$ cat src/rtl/refresh_sched_pkg.sv
package refresh_sched_pkg;

  typedef enum logic [1:0] {
    ST_IDLE = 2'd0,
    ST_SCAN = 2'd1,
    ST_REQ  = 2'd2
  } schedStateT;

  typedef struct packed {
    logic rowAdvance;
    logic periodInc;
  } ctrlStrobeT;

  localparam int NUM_BINS = 2;
  localparam int PERIOD_W = 2;

endpackage

$ cat src/rtl/refresh_sched_datapath.sv
module refresh_sched_datapath
  import refresh_sched_pkg::*;
#(
  parameter int ROW_W  = 6,
  parameter int FILT_M = 256
) (
  input  logic                clk,
  input  logic                rstN,
  input  logic                binClear,
  input  logic                insValid,
  input  logic                insBin,
  input  logic [ROW_W-1:0]    insRow,
  input  ctrlStrobeT          stb,
  output logic [ROW_W-1:0]    curRow,
  output logic                lastRow,
  output logic [PERIOD_W-1:0] period,
  output logic [NUM_BINS-1:0] binHit
);

  localparam int IDX_W  = $clog2(FILT_M);
  localparam int CHUNKS = (ROW_W + IDX_W - 1) / IDX_W;
  localparam int PAD_W  = CHUNKS * IDX_W;
  localparam int ROT    = 3;

  function automatic logic [IDX_W-1:0] hashFold(input logic [ROW_W-1:0] r);
    logic [PAD_W-1:0] padded;
    logic [IDX_W-1:0] acc;
    padded = '0;
    padded[ROW_W-1:0] = r;
    acc = '0;
    for (int c = 0; c < CHUNKS; c++) begin
      acc = acc ^ padded[c*IDX_W +: IDX_W];
    end
    return acc;
  endfunction

  function automatic logic [IDX_W-1:0] hashRot(input logic [IDX_W-1:0] h0);
    logic [IDX_W-1:0] alt;
    for (int i = 0; i < IDX_W; i++) begin
      alt[i] = (i % 2) == 1;
    end
    return {h0[IDX_W-ROT-1:0], h0[IDX_W-1:IDX_W-ROT]} ^ alt;
  endfunction

  logic [ROW_W-1:0]    rowQ;
  logic [PERIOD_W-1:0] periodQ;
  logic [IDX_W-1:0]    insH0, insH1, curH0, curH1;

  assign insH0 = hashFold(insRow);
  assign insH1 = hashRot(insH0);
  assign curH0 = hashFold(rowQ);
  assign curH1 = hashRot(curH0);

  always_ff @(posedge clk) begin
    if (!rstN) begin
      rowQ    <= '0;
      periodQ <= '0;
    end else begin
      if (stb.rowAdvance) rowQ <= rowQ + 1'b1;
      if (stb.periodInc)  periodQ <= periodQ + 1'b1;
    end
  end

  assign curRow  = rowQ;
  assign lastRow = &rowQ;
  assign period  = periodQ;

  for (genvar b = 0; b < NUM_BINS; b++) begin : gBin
    logic [FILT_M-1:0] bits;
    logic              insHere;

    assign insHere = insValid && (insBin == b[0]);

    always_ff @(posedge clk) begin
      if (!rstN || binClear) begin
        bits <= '0;
      end else if (insHere) begin
        bits[insH0] <= 1'b1;
        bits[insH1] <= 1'b1;
      end
    end

    assign binHit[b] = bits[curH0] && bits[curH1];

    // clear wins and leaves the array empty
    assert_clear_empties_R8: assert property (@(posedge clk) disable iff (!rstN)
      binClear |=> (bits == '0));

    // no false negative for a row just inserted while the pointer rests on it
    assert_no_false_negative_R7: assert property (@(posedge clk) disable iff (!rstN)
      (insHere && !binClear && insRow == rowQ && !stb.rowAdvance) |=> binHit[b]);
  end

  // the period count moves only on an end-of-sweep strobe
  assert_period_on_wrap_R5: assert property (@(posedge clk) disable iff (!rstN)
    !$stable(periodQ) |-> $past(stb.periodInc));

endmodule

$ cat src/rtl/refresh_sched_ctrl.sv
module refresh_sched_ctrl
  import refresh_sched_pkg::*;
#(
  parameter int ROW_W = 6
) (
  input  logic                clk,
  input  logic                rstN,
  input  logic                baseTick,
  input  logic                profDone,
  input  logic [NUM_BINS-1:0] binHit,
  input  logic [PERIOD_W-1:0] period,
  input  logic                lastRow,
  input  logic [ROW_W-1:0]    curRow,
  input  logic                refGrant,
  output logic                refReq,
  output ctrlStrobeT          stb
);

  schedStateT stateQ, stateD;
  logic       pendQ, pendD;
  logic       rowDue;
  logic       stepOn;

  always_comb begin
    rowDue = !profDone
          || binHit[0]
          || (binHit[1] && !period[0])
          || (period == '0);
  end

  always_comb begin
    stateD = stateQ;
    pendD  = pendQ || baseTick;
    stepOn = 1'b0;
    unique case (stateQ)
      ST_IDLE: if (pendQ) begin
        stateD = ST_SCAN;
        pendD  = baseTick;
      end
      ST_SCAN: if (rowDue) stateD = ST_REQ;
               else stepOn = 1'b1;
      ST_REQ:  if (refGrant) stepOn = 1'b1;
      default: stateD = ST_IDLE;
    endcase
    if (stepOn) stateD = lastRow ? ST_IDLE : ST_SCAN;
    stb.rowAdvance = stepOn;
    stb.periodInc  = stepOn && lastRow;
  end

  always_ff @(posedge clk) begin
    if (!rstN) begin
      stateQ <= ST_IDLE;
      pendQ  <= 1'b0;
    end else begin
      stateQ <= stateD;
      pendQ  <= pendD;
    end
  end

  assign refReq = (stateQ == ST_REQ);

  // request and its row held until granted
  assert_req_held_R9: assert property (@(posedge clk) disable iff (!rstN)
    (refReq && !refGrant) |=> (refReq && $stable(curRow)));

  // in baseline mode every examined row leads to a request
  assert_baseline_all_R3: assert property (@(posedge clk) disable iff (!rstN)
    (stateQ == ST_SCAN && !profDone) |=> refReq);

  // a bin 0 hit is always refreshed
  assert_short_bin_R4: assert property (@(posedge clk) disable iff (!rstN)
    (stateQ == ST_SCAN && profDone && binHit[0]) |=> refReq);

endmodule

$ cat src/rtl/retention_refresh_sched.sv
module retention_refresh_sched
  import refresh_sched_pkg::*;
#(
  parameter int ROW_W  = 6,
  parameter int FILT_M = 256
) (
  input  logic             clk,
  input  logic             rstN,
  input  logic             binClear,
  input  logic             insValid,
  input  logic             insBin,
  input  logic [ROW_W-1:0] insRow,
  input  logic             profDone,
  input  logic             baseTick,
  output logic             refReq,
  output logic [ROW_W-1:0] refRow,
  input  logic             refGrant
);

  ctrlStrobeT          stb;
  logic [ROW_W-1:0]    curRow;
  logic                lastRow;
  logic [PERIOD_W-1:0] period;
  logic [NUM_BINS-1:0] binHit;

  refresh_sched_datapath #(.ROW_W(ROW_W), .FILT_M(FILT_M)) uDp (
    .clk(clk), .rstN(rstN), .binClear(binClear), .insValid(insValid),
    .insBin(insBin), .insRow(insRow), .stb(stb), .curRow(curRow),
    .lastRow(lastRow), .period(period), .binHit(binHit)
  );

  refresh_sched_ctrl #(.ROW_W(ROW_W)) uCtrl (
    .clk(clk), .rstN(rstN), .baseTick(baseTick), .profDone(profDone),
    .binHit(binHit), .period(period), .lastRow(lastRow), .curRow(curRow),
    .refGrant(refGrant), .refReq(refReq), .stb(stb)
  );

  assign refRow = curRow;

  // no request in the cycle after reset
  assert_quiet_after_reset_R1: assert property (@(posedge clk)
    !rstN |=> !refReq);

endmodule

$ cat config.mk
export PLATFORM = sky130hd
export DESIGN_NAME = retention_refresh_sched
export DESIGN_NICKNAME = d
export VERILOG_FILES = /design/src/rtl/refresh_sched_pkg.sv /design/src/rtl/refresh_sched_datapath.sv /design/src/rtl/refresh_sched_ctrl.sv /design/src/rtl/retention_refresh_sched.sv
export SDC_FILE = /design/constraint.sdc
export NUM_CORES = 1
export LEC_CHECK = 0
export ABC_AREA = 1
export BUFFER_PORTS_ARGS = -buffer_cell sky130_fd_sc_hd__buf_2
export CORE_MARGIN = 2
export CORE_UTILIZATION = 55
export DETAILED_ROUTE_END_ITERATION = 7
export HOLD_SLACK_MARGIN = 0.02
export PLACE_DENSITY = 0.74
export SLEW_MARGIN = 25
export SYNTH_ARGS = -nofsm -noshare
export SYNTH_HDL_FRONTEND = slang
export SYNTH_SLANG_ARGS = --single-unit
$ cat constraint.sdc
create_clock -name clk -period 2.1 [get_ports clk]
set_input_delay 0 -clock clk [delete_from_list [all_inputs] [get_ports clk]]
set_output_delay 0 -clock clk [all_outputs]
set_load 0.02 [all_outputs]
; Word level (Yosys, flattened, before mapping)
; Index checks and enable logic that the tools add are counted.
[word_totals]
regBits = 523
input_bits = 14
output_inout_bits = 7
elab_cells = 68
[classes]
n_addsub = 2
magnitude_cmp = 6
eq_ne = 5
mux = 22
bitwise = 7
reduce_logical = 20
[op_table]
columns = operator, n
row1 = bitwise OR 256 x 252 -> 256 bit, 2
row2 = bitwise OR 256 x 64 -> 256 bit, 2
row3 = "less-than comparator 6 x 9 -> 1 bit, second input constant", 2
row4 = "less-than comparator 8 x 9 -> 1 bit, second input constant", 2
row5 = binary-select mux 1 bit (select 7 bit), 2
row6 = binary-select mux 1 bit (select 6 bit), 2
row7 = 2-to-1 mux 1 bit, 11
row8 = "greater-or-equal comparator 8 x 1 -> 1 bit, second input constant", 1
row9 = logical AND 1 bit, 8
row10 = NOT 4 bit, 2
row11 = demux 1 bit (select 7 bit), 1
row12 = "adder 6 x 1 -> 6 bit, second input constant", 1
row13 = demux 1 bit (select 6 bit), 1
row14 = "greater-or-equal comparator 6 x 1 -> 1 bit, second input constant", 1
row15 = 2-to-1 mux 2 bit, 3
row16 = "inequality test 3 x 1 -> 1 bit, second input constant", 2
row17 = case mux 2 bit (3 select lines), 1
row18 = AND reduction 6 bit, 1
row19 = logical OR 1 bit, 5
row20 = logical NOT 2 bit, 2
row21 = logical NOT 1 bit, 3
row22 = AND reduction 3 bit, 1
row23 = "adder 2 x 1 -> 2 bit, second input constant", 1
row24 = "equality test 2 x 1 -> 1 bit, second input constant", 1
row25 = 4 further kinds, 4

; Longest topological paths before layout
[logic_depth]
depth_word = 11
depth_mapped = 23
ltp_nobuf = 20

; By module
; Synthesis repeated with hierarchy kept, for this count alone.
[hier_totals]
cells_unflattened = 1618
hier_area_um2 = 10866.7
[by_module_without_submodules]
columns = module, instances, cells_each, area_each_um2, seq_area_each_um2
row1 = refresh_sched_datapath, 1, 1581, 10623.9, 4644.5
row2 = refresh_sched_ctrl, 1, 37, 242.7, 60.1

; Least setup slack after synthesis
; Ideal clock, no wire load.
[synth_path]
path_type = register -> register
startpoint = reg uDp.rowQ[0], in the netlist uDp.curRow[0]
endpoint = reg uDp.periodQ[0], in the netlist uDp.period[0]
setup_ns = 0.113
arrival_time_ns = 2.103
required_time_ns = 1.987
path_slack_ns = -0.116
path_stages_with_launch = 20
path_buffers = 3
period_less_slack_ns = 2.216
path_cell_list = dfxtp_1 > buf_6 > inv_2 > buf_6 > buf_6 > o211ai_2 > nand2_1 > a21oi_1 > nand2_1 > nand2_1 > inv_1 > nand2_1 > nand2_1 > nor2_2 > nand2_2 > nand2_2 > nand2_2 > or2_1 > o21ai_1 > nor2_1
[synth_via]
elab_chain_len = 10
word_cells_on_any_way = 19
classes_between = mux: 10 / bitwise: 1 / reduce/logical: 8
[synth_lines]
columns = item, line_no
row1 = start: declaration, refresh_sched_datapath.sv:45  ; logic [ROW_W-1:0] rowQ;
row2 = start signal: assignment, refresh_sched_datapath.sv:59  ; if (stb.rowAdvance) rowQ <= rowQ + 1'b1;
row3 = NOT 4 bit (no source line), -
row4 = binary-select mux 1 bit (select 7 bit), refresh_sched_datapath.sv:83  ; assign binHit[b] = bits[curH0] && bits[curH1];
row5 = 2-to-1 mux 1 bit (not written as such), refresh_sched_datapath.sv:83
row6 = logical AND 1 bit, refresh_sched_datapath.sv:83
row7 = logical OR 1 bit / logical AND 1 bit (equally long branches), "refresh_sched_ctrl.sv:26, refresh_sched_ctrl.sv:27"
row8 = logical OR 1 bit, refresh_sched_ctrl.sv:27  ; || (binHit[1] && !period[0])
row9 = logical OR 1 bit, refresh_sched_ctrl.sv:28  ; || (period == '0);
row10 = 2-to-1 mux 1 bit, refresh_sched_ctrl.sv:40  ; ST_SCAN: if (rowDue) stateD = ST_REQ;
row11 = case mux 1 bit (2 select lines), refresh_sched_ctrl.sv:35  ; unique case (stateQ)
row12 = logical AND 1 bit *, refresh_sched_ctrl.sv:47  ; stb.periodInc = stepOn && lastRow;
row13 = end signal: assignment, refresh_sched_datapath.sv:60  ; if (stb.periodInc) periodQ <= periodQ + 1'b1;
row14 = end: declaration, refresh_sched_datapath.sv:46  ; logic [PERIOD_W-1:0] periodQ;
; Every way passes the cells marked *; elsewhere a longest branch is shown, timed or not. The select of a mux whose other input is x is not followed.
; A chain may end at the register's enable or synchronous reset.

; Final worst setup path
[layout_path]
startpoint = reg uDp.rowQ[0], in the netlist uDp.curRow[0]
endpoint = reg uDp.rowQ[0], in the netlist uDp.curRow[0]
[layout_via]
elab_chain_len = 9
word_cells_on_any_way = 18
classes_between = add/sub: 1 / mux: 10 / bitwise: 1 / reduce/logical: 6
[layout_lines]
columns = item, line_no
row1 = NOT 4 bit (no source line), -
row2 = binary-select mux 1 bit (select 7 bit), refresh_sched_datapath.sv:83
row3 = 2-to-1 mux 1 bit (not written as such), refresh_sched_datapath.sv:83
row4 = logical AND 1 bit, refresh_sched_datapath.sv:83
row5 = logical OR 1 bit / logical AND 1 bit (equally long branches), "refresh_sched_ctrl.sv:26, refresh_sched_ctrl.sv:27"
row6 = logical OR 1 bit, refresh_sched_ctrl.sv:27
row7 = logical OR 1 bit, refresh_sched_ctrl.sv:28
row8 = 2-to-1 mux 1 bit, refresh_sched_ctrl.sv:40
row9 = case mux 1 bit (2 select lines), refresh_sched_ctrl.sv:35
; Several ways; a longest one is shown, not always the timed one. The select of a mux whose other input is x is not followed.

==> results.md <==
- Status: finished with violations
- Failing checks: negative hold slack, negative setup slack
- Worst Hold Path Cells: 3
- Initial cell density of the core: 56.12%
- Synthesized cell area: 10920 µm²
- Synth Flop Type: dfxtp_1
- RSZ-0062 raised after global routing: yes
- Worst hold slack: -235.9 ps
- Seq/Total Area, Yosys: 43.07%
- CP Capture Type: flip-flop
- Worst slack, placed: -330.2 ps
- Initial antenna violation count: 0
- Final clock period utilization by the worst path: 115.5%
- Fmax: 412.3 MHz
- Reg2Reg Setup Slack: -330 ps
- Avg Cell Area, Syn: 6.677 µm²
- Setup violators final: 10
- Vias in the first global route: 10018
- GRT Util Overall: 30.81%
- Port bufs: 20
- Area Growth Syn to Fin: 19.51%
- DR iter-0 viols: 1092
- Power after layout: 10.54 mW
- Nets: 1712
- Cts bufs inserted: 24
- Vias: 10728
- Cell Rows: 51
- Fin worst setup slack: -325.4 ps
- Drt pass-1 iters: 6
- Synth Instances: 1636
- Grt total ovfl: 0
- Horiz. Die Dim: 144.9 µm
- CORE AREA: 19460 µm²
- Clock Skews: 26.42 ps
- WL/cell: 17.04 µm
- H-tree levels: 1
- Mapped Nets: 1655
- Placement Cell Area: 11710 µm²
- IO Count: 21
- Largest net degree at the start of global routing: 54
- DRT Wirelength: 33.68 mm
- Worst-Margin Slew: 758.7 ps
- Critical path class: flip-flop to flip-flop
- Critical-path cell list: inv_8 -> buf_12 -> buf_4 -> o211ai_1 -> nand2_1 -> nand2_1 -> nand2_1 -> o21ai_1 -> nand2_1 -> nand2_2 -> nand2_1 -> nand2_1 -> nand2_2 -> nand2_4 -> nand2_4 -> buf_4 -> buf_6 -> o21ai_1 -> a21oi_2
- Final min period: 2425 ps
- Fin. max-slew vios: 0
- Final hold violation count: 6
- Synth cell types: 34
- Finished Layout Cells: 1976
- Max VDD drop: 682.1 µV
- Post-route DRC: 0
- Max Root-Sink Buffers: 3
- Layout cells sized above 1: 12.39%
- DPL Wire Length: 22.98 mm
- DIE HEIGHT: 144.9 µm
- Clk_lat worst skew: 540 ps
- Critical-path cell with the highest stage delay: dfxtp_4
- Synth warn: 0
- Max_slew headroom: 49.11%
- Post-synthesis register bit count: 235
- Via/cell ratio: 5.429
- Area of the multi-input gates: 4855 µm²
- Critical path buffers and inverters: 5
- Levels on crit path: 19
- Pleak: 5.245 nW
- CTS clock-pin slew for the worst setup and hold paths: 60 ps
- Worst R2R Path Depth: 19
- Number of synthesized flops with an enable pin: 0
- Filler cell count in the final layout: 1718
- Most frequent cells in the layout: 398 x nand2_1, 274 x inv_1, 232 x dfxtp_1
- Ant diodes: 0
- Required @ worst endpoint: 2520 ps
- Register area: 4711 µm²
- Root buffer cell: clkbuf_16
- Share of flip-flops with an asynchronous set or reset: 0%
- Final Cell Area: 13050 µm²
- Number of sinks on the clock net: 235
- Most common cell after layout, fill and taps aside: nand2_1
- Hold_buf cts: 5
- DRT antenna net count: 0
- RD Place Congestion: 0.9430
- First-pass GRT wire length: 52.31 mm
- Die area: 21000 µm²
- Hold Crit Class: input pin to flip-flop
- CP arrival: 2850 ps
- Placed Cells: 1911
- CP top delay family: simple AND/OR/NAND/NOR gates
- Max cap viols: 0
- Crit-path max FO: 9
- Pwr/cell area: 807.2 nW/µm²
- CTS tree: built
- Most frequent CP cell: nand2_1
- Startpoint Class: flip-flop
- Slowest cell delay on critical path: 440 ps
==> path summary, 6_finish.rpt <==
check / startpoint / end
setup reg to reg: uDp.curRow[0] / uDp.curRow[0]
hold / removal: rstN / uCtrl.stateQ[1]
setup / recovery: uDp.curRow[0] / uDp.curRow[0]
hold reg to reg: uDp.gBin[0].bits[47] / uDp.gBin[0].bits[47]
==> power by group <==
group | switching, mW | leakage [nW] | internal (mW)
registers | 0.0370 | 1.89 | 4.49
logic | 0.954 | 2.95 | 0.620
clock network | 1.84 | 0.403 | 2.60
==> cell usage after synthesis, types with 2 or more instances <==
library cell  instances  area share [%]
a21oi_1             199             9.1
a31oi_1               2            0.11
buf_2                23             1.1
buf_4                 8            0.55
buf_6                 9            0.93
clkbuf_1             47             1.6
clkinv_1              2           0.069
dfxtp_1             235              43
ha_1                  5            0.57
inv_1               274             9.4
inv_2                 5            0.17
nand2_1             409              14
nand2_2               4            0.23
nand3_1             126             5.8
nand4_1               2            0.11
nor2_1              172             5.9
nor2_2                3            0.17
nor3_1                3            0.14
o211ai_1             34             2.3
o211ai_2              3            0.34
o21a_1               16             1.1
o21ai_0              14            0.64
o21ai_1              15            0.69
o22ai_1               2            0.11
o31ai_1              14            0.96
or2_1                 2            0.11
==> flip-flops by register name, indices dropped and copies added, names as in the netlist <==
name	flops
uDp.curRow	6
uCtrl.pendQ	1
uDp.period	2
uCtrl.stateQ	2
uDp.gBin.bits	224
==> routing by layer <==
layer | GRT usage [%] | wire, µm | vias to the layer above
met1 | 39.82 | 13760 | 4899
li1 | - | - | 5221
met4 | 13.12 | 1534 | 0
met5 | 0 | 0 | -
met2 | 50.93 | 15470 | 488
met3 | 5.346 | 2909 | 120
==> area by class of cell <==
class                   count  area share [%]
inverters                 281           8.176
clock buffers              32           5.377
flip-flops and latches    235           36.09
well taps                 265           2.540
multi-input cells        1034           37.19
clock inverters            12          0.9297
repair buffers            117           9.700
==> tightest hold or removal path: cells and delay by family <==
kind / cells / cell delay (ps)
buffers and inverters: 1 / 140
and+or+nand+nor: 2 / 110
==> cell families (layout without fill, tap and decap cells) <==
logic type	Yosys count	count (layout)	share of synthesized area (%)
buf+inv	368	442	13.80
flops	235	235	43.07
simple gates	726	727	26.88
fa+ha+maj	5	5	0.5727
compound gates	301	301	15.59
xor+xnor	1	1	0.08020
==> repair_timing <==
item | in CTS | in global routing
endpoints found under the hold margin | 14 | 6
setup buffers | 4 | 4
pin swaps | 10 | 20
gates cloned | 5 | 3
gates resized for setup | 31 | 31
endpoints found under the setup margin | 10 | 10
==> metrics by stage <==
step | utilization (%) | setup TNS, ps
after floorplan | - | 0
after global routing | 67.07 | -3335
final | 67.07 | -2281
after global placement | 60.19 | -2270
after CTS | 65.94 | -1379
after detailed placement | 60.19 | -2400
Power figures use the tool's default switching activity.
